## config.mk

```make
export PLATFORM = sky130hd
export DESIGN_NAME = raster_timing_gen
export DESIGN_NICKNAME = d
export VERILOG_FILES = /design/src/rtl/rt_pkg.sv /design/src/rtl/rt_shadow.sv /design/src/rtl/rt_counter.sv /design/src/rtl/rt_decode.sv /design/src/rtl/raster_timing_gen.sv
export SDC_FILE = /design/constraint.sdc
export NUM_CORES = 1
export LEC_CHECK = 0
export CORE_ASPECT_RATIO = 1.4
export CORE_UTILIZATION = 30
export DETAILED_ROUTE_END_ITERATION = 6
export DONT_BUFFER_PORTS = 1
export PLACE_DENSITY = 0.56
export SKIP_CTS_REPAIR_TIMING = 1
export SYNTH_ARGS = -nofsm -noshare
export SYNTH_HDL_FRONTEND = slang
export SYNTH_SLANG_ARGS = --single-unit
```

## constraint.sdc

```tcl
create_clock -name clk -period 3.9 [get_ports clk]
set_input_delay 0.39 -clock clk [delete_from_list [all_inputs] [get_ports clk]]
set_output_delay 0.39 -clock clk [all_outputs]
set_load 0.1 [all_outputs]
```

## src/rtl/rt_pkg.sv

```systemverilog
// Package: shared field indices for the raster timing generator.
// The configuration travels as one flat word: horizontal fields first
// (index 0 at the LSB), then vertical fields, then the mode bit on top.
package rt_pkg;
    localparam int N_HF = 8;
    localparam int N_VF = 11;

    localparam int HF_TOTAL   = 0;
    localparam int HF_ACT     = 1;
    localparam int HF_HS_ON   = 2;
    localparam int HF_HS_OFF  = 3;
    localparam int HF_VS1_ON  = 4;
    localparam int HF_VS1_OFF = 5;
    localparam int HF_VS2_ON  = 6;
    localparam int HF_VS2_OFF = 7;

    localparam int VF_TOTAL   = 0;
    localparam int VF_B1_ON   = 1;
    localparam int VF_B1_OFF  = 2;
    localparam int VF_B2_ON   = 3;
    localparam int VF_B2_OFF  = 4;
    localparam int VF_F1      = 5;
    localparam int VF_F2      = 6;
    localparam int VF_VS1_ON  = 7;
    localparam int VF_VS1_OFF = 8;
    localparam int VF_VS2_ON  = 9;
    localparam int VF_VS2_OFF = 10;
endpackage

```

## src/rtl/rt_shadow.sv

```systemverilog
// Module: rt_shadow
// Two-stage configuration bank. A commit while idle loads the working
// bank directly and starts the generator. A commit while running lands in
// the pending bank, which moves to the working bank on the frame's last
// pixel. Assumes commit is a one-cycle strobe.
module rt_shadow #(
    parameter int W = 8
) (
    input  logic         clk,
    input  logic         rst_n,
    input  logic         commit,
    input  logic         frame_end,
    input  logic [W-1:0] cfg_in,
    output logic [W-1:0] work,
    output logic         running
);
    logic [W-1:0] pend;
    logic         pend_v;

    // Bank update: start on first commit, else capture pending and swap at frame end.
    always_ff @(posedge clk) begin
        if (!rst_n) begin
            work    <= '0;
            pend    <= '0;
            pend_v  <= 1'b0;
            running <= 1'b0;
        end else if (!running) begin
            if (commit) begin
                work    <= cfg_in;
                running <= 1'b1;
            end
        end else begin
            if (frame_end && pend_v) begin
                work   <= pend;
                pend_v <= 1'b0;
            end
            if (commit) begin
                pend   <= cfg_in;
                pend_v <= 1'b1;
            end
        end
    end
endmodule

```

## src/rtl/rt_counter.sv

```systemverilog
// Module: rt_counter
// Column and line counters of the raster. Both hold at 0 while disabled.
// Assumes totals of at least 2 so that each wrap point is reachable.
module rt_counter #(
    parameter int HW = 12,
    parameter int VW = 11
) (
    input  logic          clk,
    input  logic          rst_n,
    input  logic          en,
    input  logic [HW-1:0] h_total,
    input  logic [VW-1:0] v_total,
    output logic [HW-1:0] h,
    output logic [VW-1:0] v,
    output logic          frame_end
);
    logic h_last;
    logic v_last;

    // Wrap detection against the working totals.
    always_comb begin
        h_last    = (h == h_total - 1'b1);
        v_last    = (v == v_total - 1'b1);
        frame_end = en && h_last && v_last;
    end

    // Column/line stepping with wrap.
    always_ff @(posedge clk) begin
        if (!rst_n) begin
            h <= '0;
            v <= '0;
        end else if (en) begin
            if (h_last) begin
                h <= '0;
                v <= v_last ? '0 : v + 1'b1;
            end else begin
                h <= h + 1'b1;
            end
        end
    end
endmodule

```

## src/rtl/rt_decode.sv

```systemverilog
// Module: rt_decode
// Combinational decode of the raster position into timing outputs.
// Index 0 of each per-field pair is field 1, index 1 is field 2. Field 2
// entries are masked in progressive mode. Ranges do not wrap.
module rt_decode #(
    parameter int HW = 12,
    parameter int VW = 11
) (
    input  logic                 running,
    input  logic                 prog,
    input  logic [HW-1:0]        h,
    input  logic [VW-1:0]        v,
    input  logic [HW-1:0]        h_act,
    input  logic [HW-1:0]        hs_on,
    input  logic [HW-1:0]        hs_off,
    input  logic [VW-1:0]        f1_first,
    input  logic [VW-1:0]        f2_first,
    input  logic [1:0][VW-1:0]   vb_on,
    input  logic [1:0][VW-1:0]   vb_off,
    input  logic [1:0][HW-1:0]   vs_on_h,
    input  logic [1:0][VW-1:0]   vs_on_v,
    input  logic [1:0][HW-1:0]   vs_off_h,
    input  logic [1:0][VW-1:0]   vs_off_v,
    output logic                 de,
    output logic                 hsync,
    output logic                 vsync,
    output logic                 field,
    output logic                 sof
);
    logic [1:0] blank;
    logic [1:0] win;
    logic [1:0] use_f;

    assign use_f = {~prog, 1'b1};

    for (genvar f = 0; f < 2; f++) begin : g_field
        logic past_on;
        logic before_off;
        // Per-field blanking line range and (column,line) sync window.
        always_comb begin
            blank[f]   = (v >= vb_on[f]) && (v < vb_off[f]);
            past_on    = (v > vs_on_v[f]) || ((v == vs_on_v[f]) && (h >= vs_on_h[f]));
            before_off = (v < vs_off_v[f]) || ((v == vs_off_v[f]) && (h < vs_off_h[f]));
            win[f]     = past_on && before_off;
        end
    end

    // Output gating by run state and mode.
    always_comb begin
        de    = running && (h >= h_act) && !(|(blank & use_f));
        hsync = running && (h >= hs_on) && (h < hs_off);
        vsync = running && (|(win & use_f));
        field = running && !prog && ((v >= f2_first) || (v < f1_first));
        sof   = running && (h == '0) && (v == '0);
    end
endmodule

```

## src/rtl/raster_timing_gen.sv

```systemverilog
// Module: raster_timing_gen (top)
// Programmable progressive/interlaced raster timing generator. Packs the
// configuration inputs into one word, banks it through rt_shadow, counts
// with rt_counter and decodes outputs with rt_decode.
// Assumes: totals >= 2, start <= end for every range, no range wraps.
module raster_timing_gen #(
    parameter int HW = 12,
    parameter int VW = 11
) (
    input  logic          clk,
    input  logic          rst_n,
    input  logic [HW-1:0] cfg_h_total,
    input  logic [HW-1:0] cfg_h_act_start,
    input  logic [HW-1:0] cfg_hs_start,
    input  logic [HW-1:0] cfg_hs_end,
    input  logic [HW-1:0] cfg_vs1_on_col,
    input  logic [HW-1:0] cfg_vs1_off_col,
    input  logic [HW-1:0] cfg_vs2_on_col,
    input  logic [HW-1:0] cfg_vs2_off_col,
    input  logic [VW-1:0] cfg_v_total,
    input  logic [VW-1:0] cfg_vb1_start,
    input  logic [VW-1:0] cfg_vb1_end,
    input  logic [VW-1:0] cfg_vb2_start,
    input  logic [VW-1:0] cfg_vb2_end,
    input  logic [VW-1:0] cfg_f1_first,
    input  logic [VW-1:0] cfg_f2_first,
    input  logic [VW-1:0] cfg_vs1_on_line,
    input  logic [VW-1:0] cfg_vs1_off_line,
    input  logic [VW-1:0] cfg_vs2_on_line,
    input  logic [VW-1:0] cfg_vs2_off_line,
    input  logic          cfg_progressive,
    input  logic          cfg_commit,
    output logic [HW-1:0] h_pos,
    output logic [VW-1:0] v_pos,
    output logic          de,
    output logic          hsync,
    output logic          vsync,
    output logic          field,
    output logic          sof
);
    import rt_pkg::*;

    localparam int VBASE = N_HF * HW;
    localparam int CFG_W = VBASE + N_VF * VW + 1;

    logic [CFG_W-1:0] cfg_in;
    logic [CFG_W-1:0] work;
    logic             running;
    logic             frame_end;
    logic [HW-1:0]    w_h [N_HF];
    logic [VW-1:0]    w_v [N_VF];
    logic [HW-1:0]    w_htot;
    logic [VW-1:0]    w_vtot;
    logic             w_prog;

    assign cfg_in = {cfg_progressive,
                     cfg_vs2_off_line, cfg_vs2_on_line, cfg_vs1_off_line, cfg_vs1_on_line,
                     cfg_f2_first, cfg_f1_first,
                     cfg_vb2_end, cfg_vb2_start, cfg_vb1_end, cfg_vb1_start, cfg_v_total,
                     cfg_vs2_off_col, cfg_vs2_on_col, cfg_vs1_off_col, cfg_vs1_on_col,
                     cfg_hs_end, cfg_hs_start, cfg_h_act_start, cfg_h_total};

    for (genvar i = 0; i < N_HF; i++) begin : g_hf
        assign w_h[i] = work[i*HW +: HW];
    end
    for (genvar j = 0; j < N_VF; j++) begin : g_vf
        assign w_v[j] = work[VBASE + j*VW +: VW];
    end

    assign w_htot = w_h[HF_TOTAL];
    assign w_vtot = w_v[VF_TOTAL];
    assign w_prog = work[CFG_W-1];

    rt_shadow #(.W(CFG_W)) u_shadow (
        .clk       (clk),
        .rst_n     (rst_n),
        .commit    (cfg_commit),
        .frame_end (frame_end),
        .cfg_in    (cfg_in),
        .work      (work),
        .running   (running)
    );

    rt_counter #(.HW(HW), .VW(VW)) u_counter (
        .clk       (clk),
        .rst_n     (rst_n),
        .en        (running),
        .h_total   (w_htot),
        .v_total   (w_vtot),
        .h         (h_pos),
        .v         (v_pos),
        .frame_end (frame_end)
    );

    rt_decode #(.HW(HW), .VW(VW)) u_decode (
        .running  (running),
        .prog     (w_prog),
        .h        (h_pos),
        .v        (v_pos),
        .h_act    (w_h[HF_ACT]),
        .hs_on    (w_h[HF_HS_ON]),
        .hs_off   (w_h[HF_HS_OFF]),
        .f1_first (w_v[VF_F1]),
        .f2_first (w_v[VF_F2]),
        .vb_on    ({w_v[VF_B2_ON],   w_v[VF_B1_ON]}),
        .vb_off   ({w_v[VF_B2_OFF],  w_v[VF_B1_OFF]}),
        .vs_on_h  ({w_h[HF_VS2_ON],  w_h[HF_VS1_ON]}),
        .vs_on_v  ({w_v[VF_VS2_ON],  w_v[VF_VS1_ON]}),
        .vs_off_h ({w_h[HF_VS2_OFF], w_h[HF_VS1_OFF]}),
        .vs_off_v ({w_v[VF_VS2_OFF], w_v[VF_VS1_OFF]}),
        .de       (de),
        .hsync    (hsync),
        .vsync    (vsync),
        .field    (field),
        .sof      (sof)
    );
endmodule

```

======== Word-level counts from Yosys, hierarchy flattened ========
Index checks and enable logic that the tools add are counted.
operators by class
  add/subtract/negate cells ............... 4
  order comparisons ....................... 17
  eq/ne operators ......................... 7
  multiplexer cells ....................... 9
  bitwise operators ....................... 3
  reduce and logical (&&, ||, !) cells .... 37
operator list
  operator                                                              number
  218-bit two-way mux                                                   3
  11-bit equality test                                                  5
  11-bit less-than comparator                                           5
  12-bit greater-or-equal comparator                                    4
  12-bit less-than comparator                                           3
  11-bit greater-or-equal comparator                                    3
  11-bit > comparator                                                   2
  1-bit logical AND                                                     20
  12-bit by 1-bit adder with 12-bit output, second input constant       1
  12-bit equality test                                                  1
  12-bit zero test                                                      1
  12-bit two-way mux                                                    1
  12-bit by 1-bit subtractor with 12-bit output, second input constant  1
  11-bit by 1-bit adder with 11-bit output, second input constant       1
  11-bit zero test                                                      1
  11-bit two-way mux                                                    1
  11-bit by 1-bit subtractor with 11-bit output, second input constant  1
  2-bit AND reduction                                                   4
  1-bit logical OR                                                      5
  2-bit bitwise AND                                                     2
  1-bit two-way mux                                                     4
  2-bit nonzero test                                                    2
  2-bit OR reduction                                                    2
  1-bit zero test                                                       2
  other kinds (2)                                                       2
word-level totals
  register bits after elaboration ......... 461
  output and inout bits ................... 28

======== Depth between registers and ports, before layout ========
  depth in word-level cells ............... 7
  depth in mapped cells ................... 12

======== Modules after synthesis ========
From an unflattened synthesis, not the netlist that was laid out.
unflattened totals
  cell total of the unflattened synthesis .. 2834
  area total of the unflattened synthesis .. 24044.3 um^2
by module, submodules not included
  module      instances  cells each  area an instance (um^2)  seq. area each (um^2)
  rt_shadow   1          1949        17352.9                  8768.4
  rt_decode   1          630         4650.7                   0.0
  rt_counter  1          255         2040.7                   460.4

======== Worst setup path after synthesis ========
OpenSTA, ideal clock, no wires.
  path kind ............................... reg2out
  start point ............................. reg u_counter.v[1]
  end point ............................... out vsync
  data arrival time ....................... 4.787 ns
  data required time ...................... 3.510 ns
  setup slack ............................. -1.277 ns
  stages on the path, launching flop included .. 10
  path through ............................ dfxtp_1 -> ha_1 -> nor2b_1 -> o21a_1 -> o21ai_0 -> a21oi_1 -> o21ai_0 -> a211oi_1 -> a2bb2oi_1 -> o32ai_1
on the way
  cells in the longest elaborated chain, start to end .. 7
  elaborated cells on any way between the ends .. 21
  those cells by class .................... 4 x order compare; 4 x eq/ne; 1 x bitwise; 12 x reduce/logical
ends and longest elaborated chain
  element                                                                      line                     text
  from (decl)                                                                  rt_counter.sv:14         output logic [VW-1:0] v,
  from (signal assigned)                                                       rt_counter.sv:35         v <= v_last ? '0 : v + 1'b1;
  parallel branches: the longest is 4 deep, another holds 11-bit > comparator  n/a
  2-bit bitwise AND (*)                                                        rt_decode.sv:52          vsync = running && (|(win & use_f));
  2-bit OR reduction (*)                                                       rt_decode.sv:52
  1-bit logical AND (*)                                                        rt_decode.sv:52
  to (decl)                                                                    raster_timing_gen.sv:37  output logic vsync,
Mark *: on every way between the ends.

======== Worst setup path after layout ========
  start point ............................. reg u_counter.h[2]
  end point ............................... out vsync
on the way
  cells in the longest elaborated chain, start to end .. 7
  elaborated cells on any way between the ends .. 17
  those cells by class .................... 4 x order compare; 1 x bitwise; 12 x reduce/logical
ends and longest elaborated chain
  element                                                                            line                              text
  from (decl)                                                                        rt_counter.sv:13                  output logic [HW-1:0] h,
  from (signal assigned)                                                             rt_counter.sv:37                  h <= h + 1'b1;
  12-bit greater-or-equal comparator or 12-bit less-than comparator (tied branches)  rt_decode.sv:42, rt_decode.sv:43
  1-bit logical AND, on equally long branches                                        rt_decode.sv:42, rt_decode.sv:43
  1-bit logical OR, on equally long branches                                         rt_decode.sv:42, rt_decode.sv:43
  1-bit logical AND                                                                  rt_decode.sv:44                   win[f] = past_on && before_off;
  2-bit bitwise AND (*)                                                              rt_decode.sv:52
  2-bit OR reduction (*)                                                             rt_decode.sv:52
  1-bit logical AND (*)                                                              rt_decode.sv:52
Every way passes the cells marked *; elsewhere a longest branch is shown, timed or not.

==> results.toml <==
[clock_network]
htreeDepth = 2
cts_tree = "built"
clockBufferDepth = 3
cts_made_buffers = 53
cts_root_buffer = "clkbuf_16"
clkSlewWorstSetupHoldPaths_ns = 0.07
insertion_delay_ns = 0.61
cts_sinks = 461

[global_route]
gr-usage-all-layers_pct = 16.9
grt_max_degree = 452
grt_pass1_wl_um = 109000
grt_pass1_vias = 18511
antenna_found_initial = 4
gr-total-overflow = 0

[yosys]
syn_nets = 3211
yosysWarnings = 0
synth-edff-count = 0
synth_top_area_share_pct = 37.5
ys_async_sr_fraction_pct = 0
synthTopCellsByCount = "685 x nand2_1, 461 x dfxtp_1, 227 x a21boi_0"
syn_inst = 2796
synth.cell_area_um2 = 24600
yosysMostFrequentCell = "nand2_1"
yosysSeqAreaShare_pct = 37.5
ys.flop_type = "dfxtp_1"
yosysUniqueCellTypes = 66
avgSynthCellArea_um2 = 8.81
yosys-top-cells-area = "dfxtp_1 37%, nand2_1 10%, ha_1 9.9%, mux2i_1 8.9%, o211a_1 8.9%"
ys_ff_latch = 461
synth_top_area_cell = "dfxtp_1"

[critical_path]
critPathMaxStageDelay_ns = 0.69
path_cells = "ha_1, o21ai_0, a21oi_1, o21a_1, o211ai_1, a2bb2oi_1, o32ai_4, buf_12"
worst_path_max_delay_cell = "dfxtp_2"
setup.worst_path.start_class = "register"
cp-end-kind = "output pin"
critPathArrivalTime_ns = 3.27
worst_ep_required_time_ns = 3.51
crit_fanout = 15
crit_type = "register to output pin"

[final_layout]
fin_nets = 3376
fin_util_pct = 36.9
area_delta_synth_final_pct = 22.1
drive_gt1_share_pct = 6.70

[outcome]
status = "finished, final reports clean"

[sta]
post-route-min-period_ns = 3.66
worst_clock_skew_ns = 0.0170
finalSetupViolCount = 0
slew_viol_final = 0
worst_pin_slew_ns = 1.12
fin_tns_setup_ns = 0
timing.final.crit_share_pct = 94.0
rsz0062_at_grt = "false"
maxSlewHeadroom_pct = 25.4
max_freq_ghz = 0.273
hold_viol = 0

[floorplan]
rows = 124
pin_count = 249
die_area_um2 = 83300
die_width_um = 244
core_area_um2 = 81500
fp.dieH_um = 341
initial_core_util_pct = 30.2

[min_path]
min_path_type = "input port to register"

[routing]
wl_um = 75700
via_per_inst = 4.90
firstDrtPassIters = 5
antenna_left = 0
drc = 0
initialDrtViolationCount = 972
vias = 19962
wl_per_cell_um = 18.6

[power]
ir_worst_vdd_mv = 0.333
leakage_nw = 13.9
powerDensity_nw_per_um2 = 395
power.total_mw = 11.9

[placed_design]
detailed_place_hpwl_um = 48700
port_buffers = 0
gp_congestion = 0.768

[run]
drv_cap = 0
## registers in the layout (all words and copies together) (netlist names)
name              count
u_counter.h          12
u_counter.v          11
u_shadow.pend       218
u_shadow.pend_v       1
u_shadow.running      1
u_shadow.work       218
## per-layer routing
metal	global-route usage [%]	routed length [µm]	vias up	part of all wire [%]
li1	-	-	10000	-
met1	19.0	31400	9543	41
met2	31.6	39200	318	52
met3	3.94	3190	101	4.2
met4	4.56	1920	0	2.5
met5	0	0	-	0
## worst max-delay path: cells and delay by family (launching register included)
kind,cells,cell delay [ns]
buf+inv,1,0.23
fa+ha+maj,1,0.32
compound gates,6,1.43
flops,1,0.69
## path summary, 6_finish.rpt
kind                 startpoint                 end  slack, ns  cells after the start
min          cfg_vs2_on_line[3]  u_shadow.work[198]       0.05                      3
min reg2reg   u_shadow.pend[37]   u_shadow.pend[37]       0.46                      2
max reg2reg   u_shadow.work[96]   u_shadow.work[64]       0.33                     12
max              u_counter.h[2]               vsync       0.24                      8
## metrics by stage
stage	setup WS, ns	cell area (µm²)	hold WS, ns	instances
6_report	0.236	30100	0.0472	4076
4_1_cts	-0.125	27800	-0.145	3849
3_5_place_dp	0.348	26100	0.455	3754
5_1_grt	0.00613	30100	-0.0121	4073
3_3_place_gp	0.424	26100	0.448	3754
2_1_floorplan	-0.273	24700	0.443	2796
## cell type report
type	instances	area (µm²)
Clock buffer	79	1570
Antenna cell	4	10.0
Clock inverter	16	134
Tap cell	1071	1340
Sequential cell	461	9270
Timing Repair Buffer	295	3070
Inverter	200	754
Fill cell	8293	51400
Multi-Input combinational cell	1950	13900
## power by group
group	switching [mW]	internal (mW)
logic	0.901	0.859
clock network	2.12	2.84
registers	0.166	4.98
total	3.19	8.68
## cell usage in the layout (no fill, tap or decap), types with 6 or more instances in the layout
master / n
nand2_1: 684
dfxtp_1: 437
a21boi_0: 227
o211a_1: 219
mux2i_1: 219
dlygate4sd3_1: 219
inv_1: 199
ha_1: 194
clkbuf_16: 54
buf_4: 52
o21ai_0: 41
nor2_1: 37
a21oi_1: 35
a21o_1: 32
xnor2_1: 24
buf_12: 21
dfxtp_2: 19
o21a_1: 18
nand4_1: 18
xor2_1: 16
a211oi_1: 13
nor2b_1: 13
clkbuf_1: 13
nand2b_1: 12
nand3_1: 12
or3_1: 12
clkbuf_8: 12
o211ai_1: 10
a31oi_1: 9
nor3_1: 9
a211o_1: 8
nor4_1: 8
a2111oi_0: 6
and3_1: 6
clkinv_2: 6
## cells by family after synthesis
group                      count (synthesis)  synth area share [%]
and+or+nand+nor                          841                  14.3
DFF                                      461                  37.5
buffers and inverters                    385                  6.41
adders and majority gates                194                  9.86
muxes                                    220                  8.95
xor gates and xnor gates                  40                  1.42
AOI/OAI and AO/OA                        655                  21.6
Power figures use the tool's default switching activity.
